[src/rtl/membus_fifo_port.sv]
module membus_fifo_port #(
  parameter int DATA_W = 64,
  parameter int DEPTH  = 16
) (
  input  logic              clk,
  input  logic              rst_n,
  input  logic              bus_cs_n,
  input  logic              bus_we_n,
  input  logic              bus_re_n,
  input  logic [DATA_W-1:0] bus_wdata,
  output logic [DATA_W-1:0] bus_rdata,
  output logic              full,
  output logic              half_full
);
  localparam int AW = $clog2(DEPTH);
  localparam logic [AW:0] LVL_FULL = (AW+1)'(DEPTH);
  localparam logic [AW:0] LVL_HALF = (AW+1)'(DEPTH / 2);

  logic [DATA_W-1:0] mem [DEPTH];
  logic [AW-1:0] wr_ptr, rd_ptr;
  logic [AW:0]   level;
  logic          push_req, pop_req, push_seen, pop_seen;
  logic          do_push, do_pop, empty;

  assign push_req = ~(bus_cs_n | bus_we_n);
  assign pop_req  = ~(bus_cs_n | bus_re_n);
  assign empty     = (level == '0);
  assign full      = (level == LVL_FULL);
  assign half_full = (level >= LVL_HALF);
  assign do_push  = push_req & ~push_seen & ~full;
  assign do_pop   = pop_req  & ~pop_seen  & ~empty;

  always_ff @(posedge clk) begin
    if (do_push) mem[wr_ptr] <= bus_wdata;
  end

  always_ff @(posedge clk or negedge rst_n) begin
    if (!rst_n) begin
      push_seen <= 1'b0;
      pop_seen  <= 1'b0;
      wr_ptr    <= '0;
      rd_ptr    <= '0;
      level     <= '0;
      bus_rdata <= '0;
    end else begin
      push_seen <= push_req;
      pop_seen  <= pop_req;
      if (do_push) wr_ptr <= wr_ptr + 1'b1;
      if (do_pop) begin
        rd_ptr    <= rd_ptr + 1'b1;
        bus_rdata <= mem[rd_ptr];
      end
      case ({do_push, do_pop})
        2'b10:   level <= level + 1'b1;
        2'b01:   level <= level - 1'b1;
        default: level <= level;
      endcase
    end
  end

  assert_single_push_R1: assert property (@(posedge clk) disable iff (!rst_n)
    (push_req && push_seen && !pop_req) |=> $stable(level));

  assert_cs_gate_R3: assert property (@(posedge clk) disable iff (!rst_n)
    bus_cs_n |=> ($stable(level) && $stable(bus_rdata)));

  assert_no_overflow_R4: assert property (@(posedge clk) disable iff (!rst_n)
    (full && !pop_req) |=> ($stable(wr_ptr) && full));

  assert_no_underflow_R5: assert property (@(posedge clk) disable iff (!rst_n)
    (empty && !push_req) |=> ($stable(rd_ptr) && $stable(bus_rdata)));

  assert_flag_order_R7: assert property (@(posedge clk) disable iff (!rst_n)
    $rose(full) |-> half_full);

  assert_rdata_hold_R8: assert property (@(posedge clk) disable iff (!rst_n)
    !(pop_req && !pop_seen) |=> $stable(bus_rdata));
endmodule

[config.mk]
export PLATFORM = sky130hd
export DESIGN_NAME = membus_fifo_port
export DESIGN_NICKNAME = d
export VERILOG_FILES = /design/src/rtl/membus_fifo_port.sv
export SDC_FILE = /design/constraint.sdc
export NUM_CORES = 1
export LEC_CHECK = 0
export BUFFER_PORTS_ARGS = -buffer_cell sky130_fd_sc_hd__buf_2
export CORE_UTILIZATION = 40
export DETAILED_ROUTE_END_ITERATION = 6
export SLEW_MARGIN = 20
export SYNTH_ARGS = -nofsm -noshare
export SYNTH_HDL_FRONTEND = slang
export SYNTH_SLANG_ARGS = --single-unit
[constraint.sdc]
create_clock -name clk -period 5.17 [get_ports clk]
set_input_delay 0.7755 -clock clk [delete_from_list [all_inputs] [get_ports clk]]
set_output_delay 0.7755 -clock clk [all_outputs]
set_load 0.01 [all_outputs]
=== After elaboration in Yosys (flattened, before gate mapping) ===
Memories as Yosys holds them, arrays and structs flattened. A register that Yosys moved wholly into a read port is not among the register bits.
Index checks and enable logic that the tools add are counted.

* Bits in registers: 15
* Bits in latches: 0
* ROM bits: 0
* Output and inout bits: 66
* Bits in writable memories: 1024
* Input bits: 69
* Logic and storage cells: 32
* Memories kept: 1

{| class="wikitable"
|+ Memory list
! memory !! depth !! width !! rd ports !! clocked after memory_dff !! write ports !! line !! source
|-
| mem || 16 || 64 || 1 || 1 || 1 || 19 || <nowiki>logic [DATA_W-1:0] mem [DEPTH];</nowiki>
|}

* $add $sub $neg: 4
* Order comparisons: 1
* Muxes and demuxes: 3
* Reductions and logical operators: 3
* Shift-type cells: 0
* Multipliers: 0
* Eq/ne operators: 3
* Divide/modulo/power cells: 0
* Bitwise logic cells: 12

{| class="wikitable"
|+ Operator list
! kind !! count
|-
| 5-bit case mux with 2 select lines || 1
|-
| 4-bit by 1-bit adder with 4-bit output, second input constant || 2
|-
| 1-bit inverter || 6
|-
| 5-bit by 1-bit adder with 5-bit output, second input constant || 1
|-
| 5-bit == test, second input constant || 1
|-
| 5-bit by 4-bit greater-or-equal comparator with 1-bit output, second input constant || 1
|-
| 5-bit zero test || 1
|-
| 5-bit by 1-bit subtractor with 5-bit output, second input constant || 1
|-
| 1-bit AND || 4
|-
| 2-bit by 1-bit == test with 1-bit output, second input constant || 1
|-
| 2-bit == test, second input constant || 1
|-
| 1-bit two-way mux || 2
|-
| 1-bit bitwise OR || 2
|-
| 2-bit nonzero test || 1
|-
| 1-bit zero test || 1
|}

=== Logic depth before layout (Yosys ltp) ===
Gate-level depths: netlist of the first run.

* Word-level depth: 6
* Mapped depth: 11
* Gate-level depth less buffers: 9

=== Worst setup path after synthesis of the first run ===
OpenSTA, ideal clock, no wires.

* Path type: input to register
* Start: in bus_we_n
* End: mem mem[12][0], enable pin
* Arrival: 4.183 ns
* Buffers on the path: 0
* Cell stages on the path: 3
* Library setup time: 0.487 ns
* Required time: 4.683 ns
* Path slack: 0.501 ns
* Path through: a2111oi_4 > nand3_1 > nor2_1

* Cells in the longest elaborated chain, start to end: 6

{| class="wikitable"
|+ Ends and longest elaborated chain
! item !! line !! source
|-
| from (decl) || 8 || <nowiki>input logic bus_we_n,</nowiki>
|-
| 1-bit bitwise OR || 25 || <nowiki>assign push_req = ~(bus_cs_n | bus_we_n);</nowiki>
|-
| 1-bit inverter || 25 ||
|-
| 1-bit AND (2 in a row) || 30 || <nowiki>assign do_push = push_req & ~push_seen & ~full;</nowiki>
|-
| 1-bit two-way mux || 34 || <nowiki>if (do_push) mem[wr_ptr] <= bus_wdata;</nowiki>
|-
| 1-bit two-way mux (implied by the code) || 34 ||
|-
| to (decl) || 19 ||
|}

No other way between the ends.

=== Worst setup path after layout of the first run ===
* Start: reg level[0]
* End: mem mem[1][35], enable pin

* Cells in the longest elaborated chain, start to end: 5

{| class="wikitable"
|+ Ends and longest elaborated chain
! item !! line !! source
|-
| from (decl) || 21 || <nowiki>logic [AW:0] level;</nowiki>
|-
| from (signal assigned) || 54 || <nowiki>2'b10: level <= level + 1'b1;</nowiki>
|-
| from (signal assigned) || 55 || <nowiki>2'b01: level <= level - 1'b1;</nowiki>
|-
| from (signal assigned) || 56 || <nowiki>default: level <= level;</nowiki>
|-
| 5-bit == test || 28 || <nowiki>assign full = (level == LVL_FULL);</nowiki>
|-
| 1-bit inverter || 30 ||
|-
| 1-bit AND || 30 ||
|-
| 1-bit two-way mux || 34 ||
|-
| 1-bit two-way mux (implied by the code) || 34 ||
|}

No other way between the ends.

==> results_dict.tcl, run 1 <==
set metrics [dict create \
    cts_hold_buffers 0 \
    cts_buffers 109 \
    wl_per_cell_um 26.3 \
    worstPathArrival_ns 3.64 \
    cts_tree "built" \
    critical_path_required_ns 5.49 \
    synth-edff-count 1024 \
    grt_pass1_vias 20031 \
    ys_warn_count 0 \
    clock_latency_ns 0.69 \
    drtIter0Drc 1626 \
    netlist_area_um2 41500 \
    cts.htree.levels 3 \
    skew_ns 0.0441 \
    synth.distinct_cells 37 \
    cap_viol_max_count 0 \
    synth_common_cells "edfxtp_1 (1024), mux4_2 (256), o22ai_1 (118), dfrtp_1 (79), a21oi_1 (66)" \
    grt_usage_pct 17.6 \
    seq_area_frac_synth_pct 78.8 \
    grt_max_degree 123 \
    yosys.area.top_type "edfxtp_1" \
    critical_path_class "reg -> reg" \
    vias 18881 \
    tightest_slew_ns 0.921 \
    syn_inst 1795 \
    std_cell_rows 117 \
    clk_pin_slew_ns 0.07 \
    cts_buffer_depth 3 \
    postLayoutCoreUtil_pct 46.3 \
    status "finished clean" \
    power.total_mw 24.3 \
    ctsRootBufferMaster "clkbuf_16" \
    multiInputGateArea_um2 8310 \
    io_pins 135 \
    setup_viol_count_final 0 \
    gr-total-overflow 0 \
    p_leak_nw 14.9 \
    tns_ns 0 \
    slew_viol_final 0 \
    crit_fanout 32 \
    die-area_um2 105000 \
    hold_violations 0 \
    instances_no_fill 3446 \
    grt_pass1_wl_mm 135 \
    start_util_pct 40.6 \
    gp_congestion 0.717 \
    core-area_um2 102000 \
    drive_above_1_share_pct 32.9 \
    regArea_um2 32700 \
    routed_wl_mm 90.6 \
    portBuffers 134 \
    rsz0062_at_grt "false" \
    postCtsSetupBuffers 0 \
    relSlewSlack_pct 38.6 \
    die_y_um 324 \
    async_flop_share_pct 7.16 \
    synth.top_cell.area_share_pct 74.0 \
    period_share_pct 64.4 \
    antenna_found_initial 8 \
    end_kind "flip-flop" \
    cts_sinks 1103 \
    nets 2061 \
    min_path_type "in -> async" \
    areaGrowthSynthToFinish_pct 14.1 \
    avgSynthCellArea_um2 23.1 \
    synthTopCellsByArea "edfxtp_1 (74%), mux4_2 (14%), dfrtp_1 (4.8%)" \
    nFillCells 8330 \
    yosysMostFrequentCell "edfxtp_1" \
    first_pass_iters 5 \
    die-width_um 324 \
    fmax_mhz 301 \
    drc 0 \
    hpwl_mm 50.0 \
    synth-seq-cells 1103 \
    cts_resized 0 \
    min_period_ns 3.33 \
    ir_worst_vdd_uv 402 \
    syn_nets 1874 \
    viasPerCell 5.48 \
    detail-route-antenna-nets 0 \
    ys.flop_type "edfxtp_1" \
    p_per_area_nw_per_um2 513 \
    critPathLaunchType "flip-flop" \
    dp_cells 3239 \
]
==> critical path, stage by stage (launching register included) <==
cell,delay (ns)
dfrtp_1,0.45
nor4_1,0.13
a2111oi_4,0.76
nor3b_1,0.50
and2_4,0.64
buf_4,0.44
==> per-layer routing <==
metal	wire (um)	up-vias	part of all wire (%)	global-route usage [%]
met4	1630	8	1.8	4.62
met3	5090	114	5.6	3.17
met5	52	-	0.057	0
met2	44400	508	49	28.5
li1	-	8029	-	-
met1	39500	10222	44	24.6
==> stage by stage <==
step	setup slack, ns	hold slack [ns]	cell area (um2)
floorplan	0.501	0.480	41500
global placement	1.65	0.527	43900
detailed placement	1.58	0.558	43900
CTS	1.80	0.0572	47400
global route	1.63	0.0862	47400
finish	1.84	0.0718	47400
==> final timing paths <==
check	startpoint	endpoint	slack [ns]	cells after the start
setup / recovery	level[0]	mem[1][35]	1.84	5
hold / removal	rst_n	bus_rdata[26]	0.07	1
setup reg to reg	level[0]	mem[1][35]	1.84	5
hold reg to reg	level[2]	level[2]	0.57	2
max in group asynchronous	rst_n	rd_ptr[2]	4.10	2
min in group clk	bus_re_n	pop_seen	0.26	2
==> placed cells by master, fill, tap and decap left out, drive strengths merged, types with 2 or more instances in the layout <==
master	netlist	layout
bufinv	0	10
nand4	2	2
a21oi	66	66
mux4	256	256
dfrtp	79	79
o21ai	3	3
diode	0	2
nor2	7	7
buf	72	178
mux2	66	66
clkbuf	30	133
and3b	2	2
or2	2	2
a21o	2	2
inv	7	9
xnor2	8	8
o22ai	128	128
nand2	5	5
ha	9	9
xor2	2	2
clkinv	0	60
edfxtp	1024	1024
and2	13	13
==> sequential cells by signal (all words and copies together), names as in the netlist <==
name	cells
pop_seen	1
wr_ptr	4
bus_rdata	64
rd_ptr	4
level	5
mem	1024
push_seen	1
==> kinds of logic after synthesis <==
family | synth area share, %
and+or+nand+nor | 0.521
buffers and inverters | 1.42
DFF | 78.8
xor gates and xnor gates | 0.211
adders and majority gates | 0.319
muxes | 15.7
AOI/OAI and AO/OA | 3.08
==> area by class of cell <==
cell class	instances	area share (%)
timing repair buffer	178	2.41
antenna	2	0.0106
clock buffer	133	5.94
inverter	7	0.0554
tap	1368	3.61
sequential	1103	69.1
clock inverter	72	1.39
multi-input combinational	583	17.5
==> where the power goes <==
part	total (mW)	internal (mW)	leakage (nW)	switching [mW]
Sequential	10.9	10.4	10.1	0.514
Clock	7.68	4.38	1.71	3.30
Combinational	5.75	2.84	3.15	2.91
Note: power is estimated with default switching activity, not from simulation.
==> run 2, diff against run 1 <==
==> constraint.sdc (replaced) <==
create_clock -name clk -period 2.7 [get_ports clk]
set_input_delay 0.405 -clock clk [delete_from_list [all_inputs] [get_ports clk]]
set_output_delay 0.405 -clock clk [all_outputs]
set_load 0.01 [all_outputs]
==> results_dict.tcl, run 2 (synthesis gave the netlist of run 1 again) <==
set metrics [dict create \
    setup_slack_ns 0.137 \
    final_cell_mix "edfxtp_1 (1024), mux4_2 (256), buf_2 (133)" \
    critPathMostFrequentCell "ha_1" \
    grt_pass1_wl_mm 139 \
    min_from "bus_wdata[14]" \
    min_period_ns 2.56 \
    wl_per_cell_um 26.8 \
    clock_latency_ns 0.69 \
    areaGrowthSynthToFinish_pct 16.8 \
    setup_viol_count_final 0 \
    hold_violations 0 \
    relSlewSlack_pct 46.3 \
    cp_cell_sequence "or4_4, o21a_4, ha_1, buf_4, ha_1, a21o_1, a21oi_1, xor2_1, o21ai_0" \
    postLayoutCoreUtil_pct 47.4 \
    cpMaxStageDelayCell "or4_4" \
    place_area_um2 44900 \
    cap_viol_max_count 0 \
    cts_sinks 1103 \
    cts_tree "built" \
    stdcell_area_um2 48500 \
    routed_wl_mm 93.9 \
    clk_pin_slew_ns 0.06 \
    drive_above_1_share_pct 35.1 \
    detail-route-antenna-nets 0 \
    grt_max_degree 69 \
    fin_hold_ws_ns 0.0955 \
    viasPerCell 5.50 \
    critical_path_class "reg -> reg" \
    crit_fanout 4 \
    antenna_found_initial 11 \
    largestRegisters "mem x1024, bus_rdata x64, level x5" \
    critical_path_required_ns 3.25 \
    slew_viol_final 0 \
    final_common_cell "edfxtp_1" \
    r2r-start "level[1]" \
    cts.htree.levels 3 \
    worstPathArrival_ns 3.11 \
    p_per_area_nw_per_um2 983 \
    dp_slack_ns 0.0558 \
    cts_buffer_depth 3 \
    rsz0062_at_grt "false" \
    period_share_pct 94.9 \
    ctsRootBufferMaster "clkbuf_16" \
    ir_worst_vdd_uv 545 \
    grt_pass1_vias 20583 \
    holdPathEnd "mem[6][14]" \
    skew_ns 0.0402 \
    p_leak_nw 15.4 \
    die-area_um2 105000 \
    hpwl_mm 52.0 \
    regMostFlops "mem" \
    largest_register_ffs 1024 \
    status "finished clean" \
    first_pass_iters 5 \
    start_util_pct 40.6 \
    r2r_cells 9 \
    critPathLaunchType "flip-flop" \
    drtIter0Drc 1691 \
    r2r-end "level[3]" \
    r2r_slack_ns 0.14 \
    gr-total-overflow 0 \
    die_y_um 324 \
    gp_congestion 0.730 \
    io_pins 135 \
    min_path_type "in -> reg" \
    tns_ns 0 \
    drc 0 \
    vias 19242 \
    cts_buffers 108 \
    end_kind "flip-flop" \
    die-width_um 324 \
    critPathMaxStageDelay_ns 0.55 \
    std_cell_rows 117 \
    nets 2109 \
    hold_depth 1 \
    tightest_slew_ns 0.806 \
    fmax_mhz 390 \
    portBuffers 134 \
    core-area_um2 102000 \
    grt_usage_pct 18.3 \
]
run 2: changes by cell type in the layout (fill, tap and decap cells not counted), sizes merged:
cell	change
inv	+1
buf	+44
clkbuf	+10
clkinvlp	+4
clkinv	-16
bufinv	+1
diode	+1
dlygate4sd3	+5
run 2: metrics by stage:
stage / std cells / total power, mW
final: 3496 / 47.7
after floorplan: 1795 / 29.0
after detailed placement: 3283 / 33.1
after global placement: 3283 / 33.0
after global routing: 3495 / 49.7
after CTS: 3493 / 48.3
run 2: area by class of cell:
class                           instances  area, um2
Clock buffer                          143       2980
Inverter                                7       26.3
Fill cell                            8240      53800
Timing Repair Buffer                  227       2120
Sequential cell                      1103      32700
Multi-Input combinational cell        583       8320
Antenna cell                            3       7.51
Clock inverter                         62        646
Tap cell                             1368       1710
run 2: routing by layer:
layer | part of all wire (%) | wire length, um | global-route usage [%] | vias up
met5 | 0.047 | 44 | 0 | -
met3 | 5.8 | 5420 | 2.92 | 123
met4 | 1.8 | 1710 | 4.80 | 8
li1 | - | - | - | 8139
met2 | 50 | 47400 | 30.6 | 542
met1 | 42 | 39300 | 25.1 | 10430
run 2: how the worst max path moves through the flow:
stage          startpoint           end  cells after the start
3_3_place_gp     level[1]      level[4]                      8
3_5_place_dp     bus_cs_n  bus_rdata[6]                      7
5_1_grt          level[2]   mem[14][40]                      7
2_1_floorplan    level[0]     mem[1][0]                      4
4_1_cts          level[1]      level[4]                      8
6_report         level[1]      level[3]                      9
run 2: repair_timing:
item | CTS | global route
setup endpoints to repair | 0 | 1
setup buffers | 0 | 0
hold buffers | 5 | 0
gates resized for setup | 0 | 1
endpoints found under the hold margin | 36 | 0
run 2: report_power, final:
group | switching [mW] | total (mW) | leakage, nW | internal [mW]
sequential | 0.756 | 20.6 | 10.1 | 19.8
clock | 6.34 | 15.2 | 1.78 | 8.84
combinational | 5.99 | 12.0 | 3.57 | 5.96
total | 13.1 | 47.7 | 15.4 | 34.6
run 2: critical path: cells and delay by family, from the launching register on:
family	cells	cell delay (ns)
flip-flops	1	0.40
adder cells (fa/ha/maj)	2	0.48
XOR/XNOR	1	0.16
AO/OA/AOI/OAI	4	0.67
AND/OR/NAND/NOR	1	0.55
buffers and inverters	1	0.16
==> run 3, diff against run 2 <==
--- a/config.mk
+++ b/config.mk
@@ -7,6 +7,7 @@
 export LEC_CHECK = 0
 export BUFFER_PORTS_ARGS = -buffer_cell sky130_fd_sc_hd__buf_2
 export CORE_UTILIZATION = 40
+export CTS_BUF_LIST = sky130_fd_sc_hd__clkbuf_4 sky130_fd_sc_hd__clkbuf_8 sky130_fd_sc_hd__clkbuf_16
 export DETAILED_ROUTE_END_ITERATION = 6
 export SLEW_MARGIN = 20
 export SYNTH_ARGS = -nofsm -noshare
==> results_dict.tcl, run 3 (synthesis gave the netlist of run 1 again) <==
set metrics [dict create \
    grt_pass1_vias 20582 \
    portBuffers 134 \
    regMostFlops "mem" \
    r2r_slack_ns 0.14 \
    power.total_mw 48.0 \
    min_path_type "in -> reg" \
    nets 2109 \
    io_pins 135 \
    final_cell_mix "edfxtp_1 (1024), mux4_2 (256), buf_2 (133)" \
    grt_max_degree 69 \
    crit_fanout 4 \
    end_kind "flip-flop" \
    p_clk_share_pct 32.2 \
    ctsRootBufferMaster "clkbuf_16" \
    final_common_cell "edfxtp_1" \
    setup_viol_count_final 0 \
    p_comb_share_pct 24.9 \
    gr-total-overflow 0 \
    dp_cells 3283 \
    wl_per_cell_um 26.8 \
    pwr-share-seq_pct 42.9 \
    critical_path_class "reg -> reg" \
    cts_tree "built" \
    relSlewSlack_pct 46.6 \
    die-area_um2 105000 \
    drive_above_1_share_pct 36.2 \
    status "finished clean" \
    areaGrowthSynthToFinish_pct 17.0 \
    grt_pass1_wl_mm 139 \
    rsz0062_at_grt "false" \
    tightest_slew_ns 0.801 \
    critical_path_required_ns 3.25 \
    fmax_mhz 390 \
    die-width_um 324 \
    slew_viol_final 0 \
    start_util_pct 40.6 \
    clk_pin_slew_ns 0.06 \
    routed_wl_mm 93.8 \
    fin_hold_ws_ns 0.0946 \
    drtIter0Drc 1723 \
    cts.htree.levels 3 \
    swShare_pct 27.3 \
    largestRegisters "mem x1024, bus_rdata x64, level x5" \
    postLayoutCoreUtil_pct 47.5 \
    die_y_um 324 \
    worstPathArrival_ns 3.12 \
    p_per_area_nw_per_um2 986 \
    instances_no_fill 3495 \
    drc 0 \
    hpwl_mm 52.0 \
    place_area_um2 44900 \
    critPathLaunchType "flip-flop" \
    std_cell_rows 117 \
    antenna_found_initial 11 \
    detail-route-antenna-nets 0 \
    min_period_ns 2.56 \
    clock_latency_ns 0.69 \
    cts_buffers 108 \
    p_leak_nw 15.5 \
    vias 19248 \
    tns_ns 0 \
    hold_violations 0 \
    p_switching_mw 13.1 \
    skew_ns 0.0418 \
    largest_register_ffs 1024 \
    cts_sinks 1103 \
    viasPerCell 5.51 \
    period_share_pct 94.9 \
    ir_worst_vdd_uv 544 \
    core-area_um2 102000 \
    cts_buffer_depth 3 \
    setup_slack_ns 0.136 \
    p_int_mw 34.9 \
    grt_usage_pct 18.3 \
    postCtsSetupBuffers 0 \
    cap_viol_max_count 0 \
    first_pass_iters 5 \
    gp_congestion 0.730 \
    stdcell_area_um2 48600 \
    dp_slack_ns 0.0558 \
]
[run 3: cell count changes in the layout (fill, tap and decap cells not counted), sizes merged]
cell,previous run,this run
diode,3,2
[run 3: what timing repair did]
action | in CTS | in global routing
hold buffers | 5 | 0
endpoints found under the hold margin | 36 | 0
setup endpoints to repair | 0 | 1
gates resized for setup | 0 | 1
[run 3: layer usage]
metal  GRT usage [%]  vias to the layer above  routed length, um
met5               0                        -                 44
met4            4.80                        8               1680
met3            2.92                      119               5210
met2            30.6                      580              47400
met1            25.1                    10410              39500
li1                -                     8131                  -
[run 3: worst max-delay path, cell delays in order, from the launching register on]
cell and delay (ns):
dfrtp_1 0.40, or4_4 0.55, o21a_4 0.22, ha_1 0.22, buf_4 0.16, ha_1 0.26, a21o_1 0.18, a21oi_1 0.18
xor2_1 0.16, o21ai_0 0.09
[run 3: power groups by stage]
stage	logic (mW)	registers, mW	clock network [mW]
4_1_cts	12.2	20.6	15.7
3_3_place_gp	12.0	20.9	0
6_report	12.0	20.6	15.4
2_1_floorplan	8.22	20.8	0
3_5_place_dp	12.1	21.0	0
5_1_grt	12.8	20.7	16.4
[run 3: worst paths after layout]
path,cells after the start,from,to
min in group asynchronous,2,rst_n,bus_rdata[22]
max in group asynchronous,3,rst_n,bus_rdata[21]
worst min-delay path,1,bus_wdata[14],mem[6][14]
worst max register to register,9,level[1],level[3]
worst min register to register,2,level[2],level[2]
worst max-delay path,9,level[1],level[3]
[run 3: area by class of cell]
cell class	instances	area, um2
diodes	2	5.00
well taps	1368	1710
clock inverters	62	646
flip-flops and latches	1103	32700
clock buffers	143	3070
multi-input cells	583	8320
repair buffers	227	2120
inverters	7	26.3
fillers	8221	53700
